### src/rtl/upd_pkg.sv
package upd_pkg;
  typedef enum logic {
    SRC_EXT = 1'b0,
    SRC_INT = 1'b1
  } upd_src_e;

  localparam int unsigned UPD_PULSE_CYC  = 8;
  localparam int unsigned UPD_STICKY_MIN = 5;
endpackage

### src/rtl/upd_rst_sync.sv
module upd_rst_sync #(
  parameter int unsigned STAGES = 2
) (
  input  logic clk,
  input  logic rst_n,
  output logic rst_n_s
);
  logic [STAGES-1:0] chain_q;
  logic [STAGES-1:0] chain_d;

  always_comb begin
    chain_d = {chain_q[STAGES-2:0], 1'b1};
  end

  always_ff @(posedge clk or negedge rst_n) begin
    if (!rst_n) chain_q <= '0;
    else        chain_q <= chain_d;
  end

  assign rst_n_s = chain_q[STAGES-1];
endmodule

### src/rtl/upd_edge_sync.sv
module upd_edge_sync #(
  parameter int unsigned STAGES = 2
) (
  input  logic clk,
  input  logic rst_n,
  input  logic async_i,
  output logic rise_o
);
  logic [STAGES:0] sh_q;

  for (genvar g = 0; g <= STAGES; g++) begin : g_stage
    logic d;
    if (g == 0) begin : g_first
      assign d = async_i;
    end else begin : g_next
      assign d = sh_q[g-1];
    end
    always_ff @(posedge clk or negedge rst_n) begin
      if (!rst_n) sh_q[g] <= 1'b0;
      else        sh_q[g] <= d;
    end
  end

  assign rise_o = sh_q[STAGES-1] & ~sh_q[STAGES];

  p_single_strobe_r6: assert property (@(posedge clk) disable iff (!rst_n)
    rise_o |=> !rise_o);
endmodule

### src/rtl/upd_period_timer.sv
module upd_period_timer
  import upd_pkg::*;
#(
  parameter int unsigned CNT_W      = 32,
  parameter int unsigned PULSE_CYC  = UPD_PULSE_CYC,
  parameter int unsigned STICKY_MIN = UPD_STICKY_MIN
) (
  input  logic             clk,
  input  logic             rst_n,
  input  logic             run_i,
  input  logic             clr_i,
  input  logic [CNT_W-1:0] period_i,
  output logic             fire_o,
  output logic             pin_o
);
  localparam int unsigned PW_W = $clog2(PULSE_CYC + 1);

  logic             half_q, half_d;
  logic [CNT_W-1:0] cnt_q, cnt_d;
  logic [CNT_W-1:0] load_q, load_d;
  logic [PW_W-1:0]  pw_q, pw_d;
  logic             idle;
  logic             at_zero;

  always_comb begin
    idle    = clr_i | ~run_i;
    at_zero = (cnt_q == '0);
    fire_o  = ~idle & half_q & at_zero;

    half_d = idle ? 1'b0 : ~half_q;

    if (idle)                  cnt_d = '0;
    else if (half_q && at_zero) cnt_d = period_i;
    else if (half_q)           cnt_d = cnt_q - 1'b1;
    else                       cnt_d = cnt_q;

    load_d = fire_o ? period_i : load_q;

    if (idle)             pw_d = '0;
    else if (fire_o)      pw_d = PW_W'(PULSE_CYC);
    else if (pw_q != '0)  pw_d = pw_q - 1'b1;
    else                  pw_d = pw_q;
  end

  always_ff @(posedge clk or negedge rst_n) begin
    if (!rst_n) begin
      half_q <= 1'b0;
      cnt_q  <= '0;
      load_q <= '0;
      pw_q   <= '0;
    end else begin
      half_q <= half_d;
      cnt_q  <= cnt_d;
      load_q <= load_d;
      pw_q   <= pw_d;
    end
  end

  assign pin_o = run_i & ((pw_q != '0) | (load_q < CNT_W'(STICKY_MIN)));

  p_pin_after_fire_r3: assert property (@(posedge clk) disable iff (!rst_n)
    fire_o |=> (pin_o || !run_i));

  p_fire_spacing_r2: assert property (@(posedge clk) disable iff (!rst_n)
    fire_o |=> !fire_o);
endmodule

### src/rtl/upd_reg_bank.sv
module upd_reg_bank #(
  parameter int unsigned NREGS = 4,
  parameter int unsigned REG_W = 16
) (
  input  logic                   clk,
  input  logic                   rst_n,
  input  logic                   load_i,
  input  logic [NREGS*REG_W-1:0] shadow_i,
  output logic [NREGS*REG_W-1:0] active_o
);
  for (genvar g = 0; g < NREGS; g++) begin : g_word
    logic [REG_W-1:0] word_d, word_q;
    always_comb begin
      word_d = load_i ? shadow_i[g*REG_W +: REG_W] : word_q;
    end
    always_ff @(posedge clk or negedge rst_n) begin
      if (!rst_n) word_q <= '0;
      else        word_q <= word_d;
    end
    assign active_o[g*REG_W +: REG_W] = word_q;
  end

  p_copy_r9: assert property (@(posedge clk) disable iff (!rst_n)
    load_i |=> (active_o == $past(shadow_i)));

  p_hold_r9: assert property (@(posedge clk) disable iff (!rst_n)
    !load_i |=> $stable(active_o));
endmodule

### src/rtl/upd_pulse_gen.sv
module upd_pulse_gen
  import upd_pkg::*;
#(
  parameter int unsigned CNT_W       = 32,
  parameter int unsigned NREGS       = 4,
  parameter int unsigned REG_W       = 16,
  parameter int unsigned SYNC_STAGES = 2,
  parameter int unsigned PULSE_CYC   = UPD_PULSE_CYC,
  parameter int unsigned STICKY_MIN  = UPD_STICKY_MIN
) (
  input  logic                   clk,
  input  logic                   rst_n,
  input  logic                   int_mode_i,
  input  logic [CNT_W-1:0]       period_i,
  input  logic [NREGS*REG_W-1:0] shadow_i,
  input  logic                   pin_i,
  output logic                   pin_o,
  output logic                   pin_oe_o,
  output logic [NREGS*REG_W-1:0] active_o
);
  localparam int unsigned BANK_W = NREGS * REG_W;

  logic     rst_n_s;
  upd_src_e mode_q, mode_d;
  logic     mode_chg;
  logic     run;
  logic     tmr_fire;
  logic     ext_rise;
  logic     xfer;
  logic     tmr_pin;

  upd_rst_sync #(.STAGES(2)) u_rst (
    .clk     (clk),
    .rst_n   (rst_n),
    .rst_n_s (rst_n_s)
  );

  always_comb begin
    mode_d   = upd_src_e'(int_mode_i);
    mode_chg = (mode_d != mode_q);
    run      = (mode_q == SRC_INT);
  end

  always_ff @(posedge clk or negedge rst_n_s) begin
    if (!rst_n_s) mode_q <= SRC_INT;
    else          mode_q <= mode_d;
  end

  upd_period_timer #(
    .CNT_W      (CNT_W),
    .PULSE_CYC  (PULSE_CYC),
    .STICKY_MIN (STICKY_MIN)
  ) u_tmr (
    .clk      (clk),
    .rst_n    (rst_n_s),
    .run_i    (run),
    .clr_i    (mode_chg),
    .period_i (period_i),
    .fire_o   (tmr_fire),
    .pin_o    (tmr_pin)
  );

  upd_edge_sync #(.STAGES(SYNC_STAGES)) u_sync (
    .clk     (clk),
    .rst_n   (rst_n_s),
    .async_i (pin_i),
    .rise_o  (ext_rise)
  );

  always_comb begin
    xfer = run ? tmr_fire : ext_rise;
  end

  upd_reg_bank #(
    .NREGS (NREGS),
    .REG_W (REG_W)
  ) u_bank (
    .clk      (clk),
    .rst_n    (rst_n_s),
    .load_i   (xfer),
    .shadow_i (shadow_i[BANK_W-1:0]),
    .active_o (active_o)
  );

  assign pin_o    = tmr_pin;
  assign pin_oe_o = run;

  p_ext_quiet_r7: assert property (@(posedge clk) disable iff (!rst_n_s)
    (mode_q == SRC_EXT) |-> !tmr_fire);

  p_ext_pin_low_r10: assert property (@(posedge clk) disable iff (!rst_n_s)
    (mode_q == SRC_EXT) |-> !pin_o);
endmodule

### config.mk
export PLATFORM = sky130hd
export DESIGN_NAME = upd_pulse_gen
export DESIGN_NICKNAME = d
export VERILOG_FILES = /design/src/rtl/upd_pkg.sv /design/src/rtl/upd_rst_sync.sv /design/src/rtl/upd_edge_sync.sv /design/src/rtl/upd_period_timer.sv /design/src/rtl/upd_reg_bank.sv /design/src/rtl/upd_pulse_gen.sv
export SDC_FILE = /design/constraint.sdc
export NUM_CORES = 1
export LEC_CHECK = 0
export BUFFER_PORTS_ARGS = -buffer_cell sky130_fd_sc_hd__buf_2
export CORE_ASPECT_RATIO = 0.6
export CORE_MARGIN = 5
export CORE_UTILIZATION = 50
export CTS_CLUSTER_DIAMETER = 40
export DETAILED_ROUTE_END_ITERATION = 16
export PLACE_DENSITY = 0.88
export SETUP_SLACK_MARGIN = 0.15
export SYNTH_ARGS = -nofsm -noshare
export SYNTH_HDL_FRONTEND = slang
export SYNTH_HIERARCHICAL = 1
export SYNTH_SLANG_ARGS = --single-unit
### constraint.sdc
create_clock -name clk -period 8.7 [get_ports clk]
set_input_delay 0.87 -clock clk [delete_from_list [all_inputs] [get_ports clk]]
set_output_delay 0.87 -clock clk [all_outputs]
set_load 0.005 [all_outputs]
Word level (Yosys, flattened, before mapping)
Index checks and enable logic that the tools add are counted.
{"block": "word_totals", "ff_bits": 139, "in_bits": 100, "out_inout_bits": 66, "word_cells": 40}
{"block": "op_classes", "add_sub_neg": 2, "magnitude_cmp": 1, "n_eq_ne": 1, "mux": 8, "bitwise_logic": 10, "n_reduce_logical": 5}
{"op": "$mux 32", "n": 3}
{"op": "$logic_not 32->1", "n": 1}
{"op": "$lt 32x3->1 const B", "n": 1}
{"op": "$sub 32x1->32 const B", "n": 1}
{"op": "$mux 4", "n": 3}
{"op": "$reduce_bool 3->1", "n": 2}
{"op": "$and 1x1->1", "n": 4}
{"op": "$not 1->1", "n": 4}
{"op": "$reduce_bool 4->1", "n": 1}
{"op": "$sub 4x1->4 const B", "n": 1}
{"op": "$mux 1", "n": 2}
{"op": "$or 1x1->1", "n": 2}
{"op": "$logic_and 1x1->1", "n": 1}
{"op": "$ne 1x1->1", "n": 1}

Longest topological paths before layout
{"block": "depth", "ltp_word": 7, "depth_mapped": 10, "mapped_depth_nobuf": 8}

By module
Netlist, hierarchy kept.
{"mod": "upd_period_timer", "instances": 1, "cells_per_inst": 417, "area_per_inst_um2": 3598.5, "seq_area_each_um2": 1726.7}
{"mod": "upd_reg_bank", "instances": 1, "cells_per_inst": 135, "area_per_inst_um2": 2678.8, "seq_area_each_um2": 1601.5}
{"mod": "upd_edge_sync", "instances": 1, "cells_per_inst": 4, "area_per_inst_um2": 88.8, "seq_area_each_um2": 75.1}
{"mod": "upd_rst_sync", "instances": 1, "cells_per_inst": 3, "area_per_inst_um2": 53.8, "seq_area_each_um2": 50.0}
{"mod": "upd_pulse_gen", "instances": 1, "cells_per_inst": 3, "area_per_inst_um2": 50.0, "seq_area_each_um2": 26.3}

Least setup slack after synthesis
OpenSTA, ideal clock, no wires.
{"block": "synth_path", "kind": "register to register", "start": "register u_tmr.cnt_q[23]", "end": "register u_bank.g_word[0].word_q[0]", "setup_time_ns": 0.125, "arrival_time_ns": 2.657, "path_slack_ns": 5.918, "stages_incl_launch_ff": 10, "n_path_buf": 3, "period_less_slack_ns": 2.782, "cell_sequence": "dfrtp_1 -> or4_1 -> buf_2 -> or3_4 -> nor2_1 -> and3_1 -> mux2_4 -> buf_6 -> buf_12 -> mux2_4"}
{"block": "synth_via", "elab_chain_cells": 3}
{"element": "from (decl)", "line": "upd_period_timer.sv:19", "source": "logic [CNT_W-1:0] cnt_q, cnt_d;"}
{"element": "from (signal assigned)", "line": "upd_period_timer.sv:53", "source": "cnt_q <= cnt_d;"}
{"element": "$logic_not 32->1", "line": "upd_period_timer.sv:27", "source": "at_zero = (cnt_q == '0);"}
{"element": "$and 1x1->1", "line": "upd_period_timer.sv:28", "source": "fire_o = ~idle & half_q & at_zero;"}
{"element": "net tmr_fire", "line": "upd_pulse_gen.sv:27", "source": "logic tmr_fire;"}
{"element": "$mux 1", "line": "upd_pulse_gen.sv:71", "source": "xfer = run ? tmr_fire : ext_rise;"}
{"element": "net xfer", "line": "upd_pulse_gen.sv:29", "source": "logic xfer;"}
{"element": "to (signal assigned)", "line": "upd_reg_bank.sv:18", "source": "else word_q <= word_d;"}
{"element": "to (decl)", "line": "upd_reg_bank.sv:12", "source": "logic [REG_W-1:0] word_d, word_q;"}
The timed path passes the listed nets, and every way through them passes these cells.
A chain may end at the register's enable or synchronous reset.

Final worst setup path
{"block": "layout_path", "start": "register u_tmr.cnt_q[23]", "end": "register u_bank.g_word[3].word_q[15]"}
{"block": "layout_via", "elab_chain_cells": 3}
{"element": "$logic_not 32->1", "line": "upd_period_timer.sv:27"}
{"element": "$and 1x1->1", "line": "upd_period_timer.sv:28"}
{"element": "net tmr_fire", "line": "upd_pulse_gen.sv:27"}
{"element": "$mux 1", "line": "upd_pulse_gen.sv:71"}
{"element": "net xfer", "line": "upd_pulse_gen.sv:29"}
{"element": "to (signal assigned)", "line": "upd_reg_bank.sv:18"}
{"element": "to (decl)", "line": "upd_reg_bank.sv:12"}
The timed path passes the listed nets, and every way through them passes these cells.

==> metrics.md <==
| Metric | Value |
|---|---|
| Status | `finished, final reports clean` |
| Vias in the first global route | `around 5000` |
| Top Ports | `166` |
| Initial antenna violation count | `0` |
| Port Buffers | `165` |
| CTS Buf Count | `17` |
| Hold buffers post-CTS | `0` |
| Synthesized area per cell | `11.5 um2` |
| Post-route ant nets | `0` |
| GRT Util Overall | `0.217` |
| Grt ovf | `0` |
| #FFs+latches synth | `roughly 140` |
| Fin area | `a little under 8000 um2` |
| Synth Cell Area | `between 6000 and 7000 um2` |
| Max-cap violations | `0` |
| Final hold violation count | `0` |
| Setup TNS | `0 ps` |
| Hold WC Path Type | `in2async` |
| Worst-margin pin slew | `between 1000 and 1500 ps` |
| DRC | `0` |
| Critical path peak fanout | `64` |
| TritonCTS clock tree | `built` |
| Worst path arrival time | `just under 4000 ps` |
| Crit share post-route | `0.423` |
| Fmax | `approximately 0.27 GHz` |
| Placed cell count | `a little under 900` |
| Final HPWL DP | `between 10 and 15 mm` |
| Setup crit end kind | `flip-flop` |
| Post-synth cell types | `59` |
| Min Hold Slack | `~230 ps` |
| Pwr/cell area | `284 nW/um2` |
| Die width | `157 um` |
| Clock-pin slew on the worst setup and hold paths | `approximately 60 ps` |
| Initial Utilization | `0.507` |
| Diode count | `0` |
| Layout cells sized above 1 | `0.390` |
| Pleak | `3.92 nW` |
| Fin Clk Skew | `around 6.7 ps` |
| Commonest non-fill, non-tap cell in the layout | `buf_2` |
| Synth-to-layout area growth | `22.9%` |
| Drt pass-1 iters | `8` |
| EDFF count, synth | `0` |
| Initial DRC Count | `between 300 and 400` |
| Root Driver | `clkbuf_16` |
| Synth warn | `6` |
| Synth Net Count | `~670` |
| Async set-reset flop share out of synthesis | `1.00` |
| Placed Area | `between 7000 and 8000 um2` |
| Primary FF master, synth | `dfrtp_1` |
| Setup crit start kind | `flip-flop` |
| Max IR drop VDD | `~0.14 mV` |
| Final wirelength | `16.7 mm` |
| Synth Instances | `~560` |
| Std cell rows | `32` |
| Vias | `about 5000` |
| WL per Instance | `between 15 and 20 um` |
| Most frequent cells in the layout | `buf_2, dfrtp_1, nand2_1` |
| Register area share after synthesis | `0.538` |
| Clk Latency, worst-skew pair | `slightly above 400 ps` |
| Core region area | `12800 um2` |
| Fin crit period | `3680 ps` |
| Final Non-Filler Cells | `908` |
| Via/cell ratio | `5.45` |
| Die Area | `15400 um2` |
| Setup Fix Bufs, Post-CTS | `0` |
| Post-CTS sizing | `0` |
| Die Ht | `98.1 um` |
| Clock Sinks | `roughly 140` |
| Nets | `between 800 and 900` |
| Relative slew slack | `0.216` |
| Longest Clk Path Bufs | `2` |
| Setup violators final | `0` |
| Final Max Slew Viols | `0` |
| RD Place Congestion | `between 0.9 and 1` |
| Global-route wire length before repair | `between 20 and 30 mm` |
| Crit Path Category | `reg2reg` |
| RSZ-0062 raised after global routing | `no` |
| Required time of the critical path | `between 8000 and 9000 ps` |
| Largest net degree at the start of global routing | `71` |
| H-tree depth | `4` |
-- path summary, 6_finish.rpt --
kind	slack (ps)	start	cells past startpoint	end
worst max-delay path	5020	u_tmr/cnt_q[23]	6	u_bank/g_word[3].word_q[15]
worst min-delay path	230	rst_n	1	u_rst/chain_q[0]
worst max register to register	5020	u_tmr/cnt_q[23]	6	u_bank/g_word[3].word_q[15]
worst min register to register	360	u_sync/g_stage[1].d	0	u_sync/g_stage[2].d
max in group asynchronous	6830	u_rst/chain_q[1]	1	u_tmr/load_q[20]
min in group clk	360	u_sync/g_stage[1].d	0	u_sync/g_stage[2].d
-- stage by stage --
stage / util / power, mW / setup slack [ps]
after floorplan: - / 1.25 / 4540
after global placement: 0.571 / 1.43 / 5140
after global routing: 0.622 / 2.37 / 4840
after CTS: 0.622 / 2.27 / 5040
after detailed placement: 0.571 / 1.46 / 5040
final: 0.622 / 2.26 / 5020
-- routing by layer --
metal  GRT usage  vias up  part of all wire  wire, um
met3      0.0607       23             0.092      1530
met2       0.317      243              0.45      7470
met4      0.0693        2             0.012       201
met1       0.311     2382              0.44      7370
li1            -     2301                 -         -
met5      0.0444        -            0.0054        90
-- worst max-delay path, cell delays in order (launching register included) --
cell and delay, ps:
dfrtp_1 400, or4_1 650, or3_4 420, nor2_1 460
and3_1 240, mux2_4 930, mux2_2 420
-- cell type report --
type / instances / area (um2)
Clock buffer: 18 / 439
Clock inverter: 13 / 216
Sequential cell: 139 / 3480
Inverter: 7 / 26.3
Timing Repair Buffer: 170 / 863
Fill cell: 1033 / 4820
Multi-Input combinational cell: 391 / 2710
Tap cell: 170 / 213
-- logic make-up after synthesis --
family          after synthesis  share of synthesized area
compound gates               78                     0.0743
xor+xnor                      6                    0.00812
fa+ha+maj                     3                    0.00580
buf+inv                      32                     0.0441
flops                       139                      0.538
mux                          68                      0.154
other cells                   1                   0.000580
simple gates                235                      0.176
-- synth_stat cells, types with 6 or more instances --
cell type	n	area share
dfrtp_1	138	0.53
nand2_1	113	0.066
mux2_4	61	0.14
nor2_1	32	0.019
a21oi_1	23	0.018
o21ai_0	21	0.016
nor3_1	14	0.011
nand3_1	11	0.0085
buf_2	9	0.0070
nand4_1	9	0.0087
nor4_1	8	0.0077
inv_1	7	0.0041
or3_1	7	0.0068
buf_12	6	0.019
mux2_2	6	0.010
o31ai_1	6	0.0070
-- where the power goes --
group	switching, mW	leakage (nW)	internal [mW]
Sequential	0.0972	1.75	0.796
Clock	0.281	0.314	0.518
Combinational	0.283	1.85	0.281
-- registers in the layout, indices dropped and copies added (netlist names) --
name                  flops
u_bank/g_word.word_q     64
u_tmr/cnt_q              32
pin_oe_o                  1
u_rst/chain_q             2
u_tmr/load_q             32
u_tmr/pw_q                4
u_sync/sh_q               1
u_sync/g_stage.d          2
u_tmr/half_q              1
Note: power is estimated with default switching activity, not from simulation.
